**config.mk**
```make
export PLATFORM = sky130hd
export DESIGN_NAME = ip_steer_tagger
export DESIGN_NICKNAME = d
export VERILOG_FILES = /design/src/rtl/steer_pkg.sv /design/src/rtl/steer_cfg.sv /design/src/rtl/steer_pipe.sv /design/src/rtl/steer_fsm.sv /design/src/rtl/ip_steer_tagger.sv
export SDC_FILE = /design/constraint.sdc
export NUM_CORES = 1
export LEC_CHECK = 0
export BUFFER_PORTS_ARGS = -buffer_cell sky130_fd_sc_hd__buf_4
export CAP_MARGIN = 20
export CORE_MARGIN = 2
export CORE_UTILIZATION = 45
export CTS_CLUSTER_DIAMETER = 40
export DETAILED_ROUTE_END_ITERATION = 7
export GPL_ROUTABILITY_DRIVEN = 0
export GPL_TIMING_DRIVEN = 0
export PLACE_DENSITY = 0.7
export REMOVE_ABC_BUFFERS = 1
export SLEW_MARGIN = 25
export SYNTH_ARGS = -nofsm -noshare
export SYNTH_HDL_FRONTEND = slang
export SYNTH_SLANG_ARGS = --single-unit
```
**constraint.sdc**
```tcl
create_clock -name clk -period 2.3 [get_ports clk]
set_input_delay 0.345 -clock clk [delete_from_list [all_inputs] [get_ports clk]]
set_output_delay 0.345 -clock clk [all_outputs]
set_load 0.02 [all_outputs]
```
**src/rtl/steer_pkg.sv**
```systemverilog
package steer_pkg;
    typedef enum logic [1:0] {
        ST_IDLE,
        ST_TYPE,
        ST_ADDR,
        ST_HOLD
    } steer_state_e;

    localparam logic [15:0] IPV4_ETYPE = 16'h0800;
    localparam int TYPE_BEAT  = 1;
    localparam int HI_BEAT    = 3;
    localparam int ADDR_BEAT  = 4;
    localparam int BEAT_CW    = $clog2(ADDR_BEAT + 2);
    localparam int TAG_LSB    = 8;
    localparam int EN_BIT     = 31;
endpackage

```
**src/rtl/steer_cfg.sv**
```systemverilog
module steer_cfg
    import steer_pkg::*;
#(
    parameter int BUF_W = 6,
    parameter int TAG_W = 8
) (
    input  logic             clk,
    input  logic             rst_n,
    input  logic             we,
    input  logic [1:0]       waddr,
    input  logic [31:0]      wdata,
    input  logic             frame_start,
    output logic [31:0]      act_ip,
    output logic [BUF_W-1:0] act_buf,
    output logic [TAG_W-1:0] act_tag,
    output logic             act_en
);
    logic [31:0] sh_ip;
    logic [31:0] sh_ctl;

    always_ff @(posedge clk) begin
        if (!rst_n) begin
            sh_ip  <= '0;
            sh_ctl <= '0;
        end else if (we) begin
            if (waddr == 2'd0) sh_ip  <= wdata;
            if (waddr == 2'd1) sh_ctl <= wdata;
        end
    end

    always_ff @(posedge clk) begin
        if (!rst_n) begin
            act_ip  <= '0;
            act_buf <= '0;
            act_tag <= '0;
            act_en  <= 1'b0;
        end else if (frame_start) begin
            act_ip  <= sh_ip;
            act_buf <= sh_ctl[BUF_W-1:0];
            act_tag <= sh_ctl[TAG_LSB +: TAG_W];
            act_en  <= sh_ctl[EN_BIT];
        end
    end

    logic unused_ctl;
    assign unused_ctl = ^sh_ctl;
endmodule

```
**src/rtl/steer_pipe.sv**
```systemverilog
module steer_pipe #(
    parameter int DATA_W = 64,
    parameter int LEN_W  = 3
) (
    input  logic              clk,
    input  logic              rst_n,
    input  logic [DATA_W-1:0] i_data,
    input  logic              i_sof,
    input  logic              i_eof,
    input  logic [LEN_W-1:0]  i_len,
    input  logic              i_vld,
    input  logic              i_err,
    output logic [DATA_W-1:0] o_data,
    output logic              o_sof,
    output logic              o_eof,
    output logic [LEN_W-1:0]  o_len,
    output logic              o_vld,
    output logic              o_err
);
    always_ff @(posedge clk) begin
        if (!rst_n) begin
            o_data <= '0;
            o_sof  <= 1'b0;
            o_eof  <= 1'b0;
            o_len  <= '0;
            o_vld  <= 1'b0;
            o_err  <= 1'b0;
        end else begin
            o_data <= i_data;
            o_sof  <= i_sof;
            o_eof  <= i_eof;
            o_len  <= i_len;
            o_vld  <= i_vld;
            o_err  <= i_err;
        end
    end
endmodule

```
**src/rtl/steer_fsm.sv**
```systemverilog
module steer_fsm
    import steer_pkg::*;
#(
    parameter int DATA_W = 64
) (
    input  logic              clk,
    input  logic              rst_n,
    input  logic              in_vld,
    input  logic              in_sof,
    input  logic              in_eof,
    input  logic              in_err,
    input  logic [DATA_W-1:0] in_data,
    input  logic [31:0]       act_ip,
    input  logic              act_en,
    output logic              dec_stb,
    output logic              dec_hit,
    output logic              st_hold
);
    steer_state_e       state_q, state_d;
    logic [BEAT_CW-1:0] idx_q, idx_d;
    logic [15:0]        iphi_q, iphi_d;

    logic        fin;
    logic [15:0] etype;
    logic [31:0] ip_full;

    assign fin     = (in_vld && in_eof) || in_err;
    assign etype   = {in_data[39:32], in_data[47:40]};
    assign ip_full = {iphi_q, in_data[7:0], in_data[15:8]};
    assign st_hold = (state_q == ST_HOLD);

    always_ff @(posedge clk) begin
        if (!rst_n) begin
            state_q <= ST_IDLE;
            idx_q   <= '0;
            iphi_q  <= '0;
        end else begin
            state_q <= state_d;
            idx_q   <= idx_d;
            iphi_q  <= iphi_d;
        end
    end

    always_comb begin
        state_d = state_q;
        idx_d   = idx_q;
        iphi_d  = iphi_q;
        dec_stb = 1'b0;
        dec_hit = 1'b0;
        unique case (state_q)
            ST_IDLE: begin
                if (in_vld && in_sof) begin
                    idx_d = BEAT_CW'(TYPE_BEAT);
                    if (fin) dec_stb = 1'b1;
                    else     state_d = ST_TYPE;
                end
            end
            ST_TYPE: begin
                if (in_err) begin
                    dec_stb = 1'b1;
                    state_d = ST_IDLE;
                end else if (in_vld) begin
                    idx_d = idx_q + 1'b1;
                    if (in_eof) begin
                        dec_stb = 1'b1;
                        state_d = ST_IDLE;
                    end else if (etype == IPV4_ETYPE && act_en) begin
                        state_d = ST_ADDR;
                    end else begin
                        dec_stb = 1'b1;
                        state_d = ST_HOLD;
                    end
                end
            end
            ST_ADDR: begin
                if (in_err) begin
                    dec_stb = 1'b1;
                    state_d = ST_IDLE;
                end else if (in_vld) begin
                    idx_d = idx_q + 1'b1;
                    if (idx_q == BEAT_CW'(HI_BEAT))
                        iphi_d = {in_data[55:48], in_data[63:56]};
                    if (idx_q == BEAT_CW'(ADDR_BEAT)) begin
                        dec_stb = 1'b1;
                        dec_hit = (ip_full == act_ip);
                        state_d = in_eof ? ST_IDLE : ST_HOLD;
                    end else if (in_eof) begin
                        dec_stb = 1'b1;
                        state_d = ST_IDLE;
                    end
                end
            end
            ST_HOLD: begin
                if (fin) state_d = ST_IDLE;
            end
        endcase
    end

    logic unused_data;
    assign unused_data = ^in_data;
endmodule

```
**src/rtl/ip_steer_tagger.sv**
```systemverilog
module ip_steer_tagger
    import steer_pkg::*;
#(
    parameter int DATA_W = 64,
    parameter int LEN_W  = 3,
    parameter int BUF_W  = 6,
    parameter int TAG_W  = 8,
    parameter int CNT_W  = 16
) (
    input  logic              clk,
    input  logic              rst_n,
    input  logic              cfg_we,
    input  logic [1:0]        cfg_addr,
    input  logic [31:0]       cfg_wdata,
    input  logic [DATA_W-1:0] in_data,
    input  logic              in_sof,
    input  logic              in_eof,
    input  logic [LEN_W-1:0]  in_len,
    input  logic              in_vld,
    input  logic              in_err,
    output logic [DATA_W-1:0] out_data,
    output logic              out_sof,
    output logic              out_eof,
    output logic [LEN_W-1:0]  out_len,
    output logic              out_vld,
    output logic              out_err,
    output logic [BUF_W-1:0]  out_buf,
    output logic [TAG_W-1:0]  out_tag,
    output logic [CNT_W-1:0]  hit_count
);
    logic [31:0]      act_ip;
    logic [BUF_W-1:0] act_buf;
    logic [TAG_W-1:0] act_tag;
    logic             act_en;
    logic             dec_stb;
    logic             dec_hit;
    logic             st_hold;

    steer_cfg #(.BUF_W(BUF_W), .TAG_W(TAG_W)) u_cfg (
        .clk(clk), .rst_n(rst_n), .we(cfg_we), .waddr(cfg_addr),
        .wdata(cfg_wdata), .frame_start(in_vld && in_sof),
        .act_ip(act_ip), .act_buf(act_buf), .act_tag(act_tag), .act_en(act_en)
    );

    steer_fsm #(.DATA_W(DATA_W)) u_fsm (
        .clk(clk), .rst_n(rst_n), .in_vld(in_vld), .in_sof(in_sof),
        .in_eof(in_eof), .in_err(in_err), .in_data(in_data),
        .act_ip(act_ip), .act_en(act_en),
        .dec_stb(dec_stb), .dec_hit(dec_hit), .st_hold(st_hold)
    );

    steer_pipe #(.DATA_W(DATA_W), .LEN_W(LEN_W)) u_pipe (
        .clk(clk), .rst_n(rst_n),
        .i_data(in_data), .i_sof(in_sof), .i_eof(in_eof),
        .i_len(in_len), .i_vld(in_vld), .i_err(in_err),
        .o_data(out_data), .o_sof(out_sof), .o_eof(out_eof),
        .o_len(out_len), .o_vld(out_vld), .o_err(out_err)
    );

    always_ff @(posedge clk) begin
        if (!rst_n) begin
            out_buf   <= '0;
            out_tag   <= '0;
            hit_count <= '0;
        end else if (dec_stb) begin
            if (dec_hit) begin
                out_buf   <= act_buf;
                out_tag   <= act_tag;
                hit_count <= hit_count + 1'b1;
            end else begin
                out_buf   <= '0;
                out_tag   <= '0;
            end
        end
    end
endmodule

```
==> results of run 1 <==
[layout make-up]
class                   instances  area (µm²)  share of cell area, %
flip-flops and latches        216        4347                  38.73
clock buffers                  36       803.3                  7.158
multi-input cells             606        3493                  31.13
repair buffers                246        2002                  17.84
inverters                      23       93.84                 0.8362
clock inverters                20       201.4                  1.795
well taps                     225       281.5                  2.509
[layer usage]
| metal | part of all wire [%] | up-vias |
|---|---|---|
| met3 | 8.2 | 33 |
| met5 | 0 | - |
| met4 | 1.9 | 0 |
| met1 | 40 | 3196 |
| met2 | 50 | 228 |
| li1 | - | 3430 |
[sequential cells by signal, indices dropped and copies added, names as in the netlist, 8 cells and up]
| signal | cells |
|---|---|
| u_cfg.act_tag | 8 |
| u_cfg.sh_ip | 32 |
| u_cfg.act_ip | 32 |
| u_pipe.o_data | 64 |
| out_tag | 8 |
| hit_count | 16 |
| u_fsm.iphi_q | 16 |
| u_cfg.sh_ctl | 15 |
[final timing paths]
| kind | depth (start not counted) | endpoint |
|---|---|---|
| worst max-delay path | 6 | hit_count[11]$_SDFFE_PN0P_ |
| worst min-delay path | 2 | u_pipe.o_data[57]$_SDFF_PN0_ |
| worst max register to register | 6 | hit_count[11]$_SDFFE_PN0P_ |
| worst min register to register | 2 | u_cfg.act_buf[3]$_SDFFE_PN0P_ |
[Yosys cell counts, drive strengths merged]
cell type / n / area share (%)
a2111o: 1 / 0.14
a211oi: 1 / 0.097
a21o: 2 / 0.19
a21oi: 129 / 8.3
a221oi: 1 / 0.11
a2bb2oi: 14 / 1.6
a31oi: 1 / 0.080
and2: 72 / 5.8
and2b: 1 / 0.097
and3: 4 / 0.32
and3b: 1 / 0.11
and4: 2 / 0.23
buf: 7 / 0.37
clkbuf: 45 / 2.2
dfxtp: 216 / 56
ha: 10 / 1.6
inv: 23 / 1.1
mux2i: 1 / 0.13
nand2: 232 / 11
nand2b: 1 / 0.080
nand3: 9 / 0.58
nand3b: 1 / 0.097
nand4: 13 / 1.0
nor2: 26 / 1.3
nor3: 1 / 0.064
nor3b: 2 / 0.19
nor4: 2 / 0.16
nor4b: 2 / 0.23
o2111ai: 1 / 0.11
o21ai: 13 / 0.84
o31ai: 4 / 0.39
o41a: 1 / 0.14
or3: 11 / 0.88
or3b: 1 / 0.11
or4: 8 / 0.77
or4b: 1 / 0.13
xnor2: 26 / 2.9
xor2: 7 / 0.79
[logic make-up (layout without fill, tap and decap cells)]
kind of cell,after synthesis,count (layout)
compound gates,168,172
xor+xnor,33,33
fa+ha+maj,10,10
buf+inv,75,325
flops,216,216
mux,1,1
simple gates,390,390
[power by group through the flow]
stage               Clock, mW  Sequential (mW)  Combinational, mW
detailed placement          0             3.98              0.703
CTS                      4.60             3.90              0.768
floorplan                   0             4.05              0.229
finish                   4.50             3.90              0.795
global placement            0             3.97              0.673
global route             4.75             3.91              0.860
[critical path, delay by kind of cell, from the launching register on]
| kind | cells | cell delay (ps) |
|---|---|---|
| flip-flops | 1 | 320 |
| AND/OR/NAND/NOR | 3 | 1190 |
| XOR/XNOR | 1 | 160 |
| AO/OA/AOI/OAI | 2 | 670 |
[timing repair]
action                                 CTS  global route
setup endpoints to repair               30            30
pin swaps                               30            20
buffers inserted                        13             3
endpoints found under the hold margin   16             0
resized for setup                       27            52
hold buffers                            16             0
gates cloned                             4             0
[per-stage QoR]
step	power [mW]	hold slack (ps)	util, %
floorplan	4.282	431.6	-
global placement	4.646	436.9	55.07
detailed placement	4.678	443.5	55.77
CTS	9.263	0.8387	64.02
global route	9.520	9.079	65.56
finish	9.192	19.57	65.56
==> metrics, run 1 <==
via density per instance 5.020; worst skew pair latency 550 ps; I/O Buffers 208; Hold Path Origin in_data[57]; overall fraction of global-route tracks in use 22.32%; placed cell count 1280; Root Driver clkbuf_16; Place WS -741.0 ps; WS Path Type flip-flop to flip-flop; Psw 2.222 mW; Crit-path slowest cell or4_4; RSZ-0062 raised after global routing yes; CTS tree done; M2 GR Usage 40.24%; Flop pwr share 42.4%; grt ovf 0; GR peak layer met2; Die ar. 18360 µm²; cell internal pwr 6.970 mW; Syn. warnings 0; commonest non-fill, non-tap cell in the layout nand2_1; Crit path largest cell delay 560 ps; PwrDens 819.1 nW/µm²; Die Y 135.5 µm; Syn-to-layout area delta 44.24%; sequential area share after synthesis 55.58%; MaxCap Viol Count 0; post-synthesis adder-cell area fraction 1.608%; P_leak 4.418 nW; crit path DAT 2890 ps; worst-margin pin slew 811.9 ps; first-pass GRT wire length 32600 µm; cell row count 48; fin crit share 104.9%; clk_skew 22.72 ps; drt drc 0; total wire length 21370 µm; FILL cells 1458; initial DRC count 328; clk slew on worst S/H paths 60 ps; crit-path cells xnor2_1 > nand4_1 > or4_4 > a2111o_2 > or4_1 > a21oi_1; Netlist cell types 41; Clock power frac 48.9%; H-tree depth 1; crit path max fanout 8; initial core utilization 45.45%; M1 GR Usage 26.04%; fin area 11220 µm²; routed len/inst 15.57 µm; count of nets after finishing 1241; mapped cell area 7780 µm²; vias 6887; Crit. End Element flip-flop; FMAX 0.4143 GHz; crit start category flip-flop; status finished, violations left; clk sink count 216; core box area 17120 µm²; fin. max-slew vios 0; failing checks setup timing; # IOs 209; antenna violations before repair 0; vias in the first global route 6589; post-detail-place hpwl 13240 µm; Clock Path Buffers 3; Synth Area in Compound Gates 11.98%; CTS buffer count 30; drt pass-1 iters 4; largest net degree at the start of global routing 77; met3 Resource Use GR 6.173%; setup_tns -885.7 ps; post-detailed-route count of antenna-violating nets 0; Simple-Gate Fraction of Synth Area 23.34%; startpoint of the worst register-to-register path u_cfg.act_ip[10]$_SDFFE_PN0P_; Worst setup startpoint u_cfg.act_ip[10]$_SDFFE_PN0P_; synthesized flop and latch total 216; combinational share of power 8.7%; Syn Area/Cell 8.712 µm²; fin cells 1372; Placed Area 9545 µm²; required time worst endpoint 2770 ps; Hold WC Path Type input pin to flip-flop; main combinational cell family by area after synthesis simple AND/OR/NAND/NOR gates; # diodes 0; r2r setup slk -110 ps; VDD IR max 0.5822 mV; DIE WIDTH 135.5 µm; most frequent cells in the layout 231 x nand2_1, 217 x buf_4, 202 x dfxtp_1, 125 x a21oi_1, 71 x and2_1; share of layout cells above drive strength 1 30.60%; setup violators final 11; mux contribution to synthesized area 0.1287%; Tmin final 2414 ps; post-synthesis xor/xnor area fraction 3.715%; sw frac 24.18%; setup ws final -113.7 ps; Slew Limit Headroom 45.72%; Final Hold Fails 0; post-synthesis cell count 893
Note: power is estimated with default switching activity, not from simulation.
==> run 2: changes to the inputs <==
HOLD_SLACK_MARGIN = 0.12   (was not set)
==> run 2 against run 1 <==
The flow still finishes with violations (setup timing); worst setup slack worse by 22 ps; critical path depth fell by 1; die area did not move; register-to-register slack worse by 20 ps; combinational power up 17%; fmax decreased by 0.90%; critical endpoint is now hit_count[13]$_SDFFE_PN0P_; largest cell class unchanged; sequential power is essentially flat; global-route usage increased by 1.9 points.
==> metrics, run 2 (synthesis results as in run 1) <==
status finished, violations left; failing checks setup timing; final core occ 70.53%; PwrDens 773.4 nW/µm²; Clock Path Buffers 3; Slew Limit Headroom 44.35%; via density per instance 5.017; antenna violations before repair 0; fin. max-slew vios 0; worst-margin pin slew 832.5 ps; Hold Path Depth 4; H-tree depth 1; GR peak layer met2; Hold WC Path Type input pin to flip-flop; RSZ-0062 raised after global routing yes; Tmin final 2436 ps; vias in the first global route 7124; Crit path largest cell delay 580 ps; fin crit share 105.9%; met3 Resource Use GR 5.051%; cell row count 48; WS Path Type flip-flop to flip-flop; Die ar. 18360 µm²; post-detail-place hpwl 13240 µm; DIE WIDTH 135.5 µm; max reg flops 64; M1 GR Usage 28.57%; clk sink count 216; Place WS -741.0 ps; crit path max fanout 8; overall fraction of global-route tracks in use 24.20%; r2r setup slk -140 ps; P_leak 4.773 nW; required time worst endpoint 2770 ps; crit start category flip-flop; worst skew pair latency 540 ps; FMAX 0.4106 GHz; Die Y 135.5 µm; grt ovf 0; Syn-to-layout area delta 55.18%; fin cells 1459; crit path DAT 2900 ps; Final Hold Fails 0; cell with the most instances on the worst path or4_4; drt drc 0; MaxCap Viol Count 0; # IOs 209; startpoint of the worst register-to-register path u_fsm.state_q[0]$_SDFFE_PN0P_; commonest non-fill, non-tap cell in the layout nand2_1; post-detailed-route count of antenna-violating nets 0; CP bufs+invs 0; CTS buffer count 30; share of layout cells above drive strength 1 27.23%; crit-path cells ha_1 > or4_4 > a2111o_2 > or4_4 > a21oi_2; # diodes 0; routed len/inst 15.84 µm; initial core utilization 45.45%; first-pass GRT wire length 35460 µm; cells on worst reg2reg path 5; initial DRC count 372; Hold Path Origin cfg_addr[0]; clk slew on worst S/H paths 60 ps; biggest regs u_pipe.o_data (64), u_cfg.act_ip (32), u_cfg.sh_ip (32); Worst Hold End u_cfg.sh_ip[3]$_SDFFE_PN0P_; largest net degree at the start of global routing 77; most frequent cells in the layout 231 x nand2_1, 215 x buf_4, 207 x dfxtp_1, 126 x a21oi_1, 105 x dlygate4sd3_1; delay-heaviest family, CP simple AND/OR/NAND/NOR gates; R2R Path End hit_count[13]$_SDFFE_PN0P_; Crit-path slowest cell or4_4; CTS tree done; M2 GR Usage 44.47%; Crit. End Element flip-flop; VDD IR max 0.5830 mV; core box area 17120 µm²; total wire length 23110 µm; clk_skew 20.36 ps; vias 7320; setup violators final 14; setup ws final -135.6 ps; drt pass-1 iters 5; Root Driver clkbuf_16; count of nets after finishing 1328; placed cell count 1280; Biggest register u_pipe.o_data; FILL cells 1299; I/O Buffers 208
## run 2: changes by cell type in the layout (fill, tap and decap cells not counted), moves of 2 or more
cell	before	now
xnor2_1	16	20
xnor2_2	10	6
dlygate4sd3_1	16	105
dfxtp_2	12	7
dfxtp_1	202	207
buf_4	217	215
## run 2: worst max path at each step
stage                                             start                         end  slack (ps)  cells after the start
after global routing       u_fsm.iphi_q[4]$_SDFFE_PN0P_  hit_count[13]$_SDFFE_PN0P_        -180                      6
after detailed placement  u_fsm.state_q[0]$_SDFFE_PN0P_  hit_count[11]$_SDFFE_PN0P_        -740                      8
after global placement                           in_vld  hit_count[13]$_SDFFE_PN0P_       -2590                      7
final                     u_fsm.state_q[0]$_SDFFE_PN0P_  hit_count[13]$_SDFFE_PN0P_        -140                      5
after floorplan                                  in_sof  hit_count[13]$_SDFFE_PN0P_       -1110                      6
after CTS                  u_cfg.act_ip[4]$_SDFFE_PN0P_  hit_count[11]$_SDFFE_PN0P_        -110                      6
## run 2: repair_timing
| action | 4_1_cts | 5_1_grt |
|---|---|---|
| setup endpoints to repair | 30 | 30 |
| hold buffers | 105 | 0 |
| pin swaps | 30 | 12 |
| buffers inserted | 13 | 1 |
| gates resized for setup | 27 | 41 |
| cloned | 4 | 0 |
| hold endpoints to repair | 133 | 0 |
## run 2: final cells by class
type	instances	area (µm²)	share of cell area [%]
flip-flops and latches	216	4340	35.95
clock buffers	36	803.3	6.654
well taps	225	281.5	2.332
multi-input cells	606	3461	28.67
inverters	23	98.84	0.8187
clock inverters	20	201.4	1.669
repair buffers	333	2887	23.91
## run 2: power by group
part / switching [mW] / internal (mW)
clock network: 1.75 / 2.75
registers: 0.0484 / 3.85
logic: 0.467 / 0.465
## run 2: tightest hold or removal path: stages
cell and delay [ps]:
buf_4 110, nor3b_2 80, nand2_1 70, a21oi_1 50
## run 2: routing by layer
metal	routed length [µm]	vias to the layer above
li1	-	3599
met1	9327	3400
met2	11650	273
met3	1683	48
met4	450	0
met5	0	-
## run 2: through the flow
stage               TNS [ps]  hold slack (ps)  total power, mW  instance area (µm²)
floorplan             -30550            431.6            4.282                 7582
global placement     -183570            436.9            4.646                 9425
detailed placement    -17620            443.5            4.678                 9545
CTS                    -1213            123.1            9.385                11850
global route           -1926            147.1            9.666                12070
finish                -802.7            157.0            9.337                12070
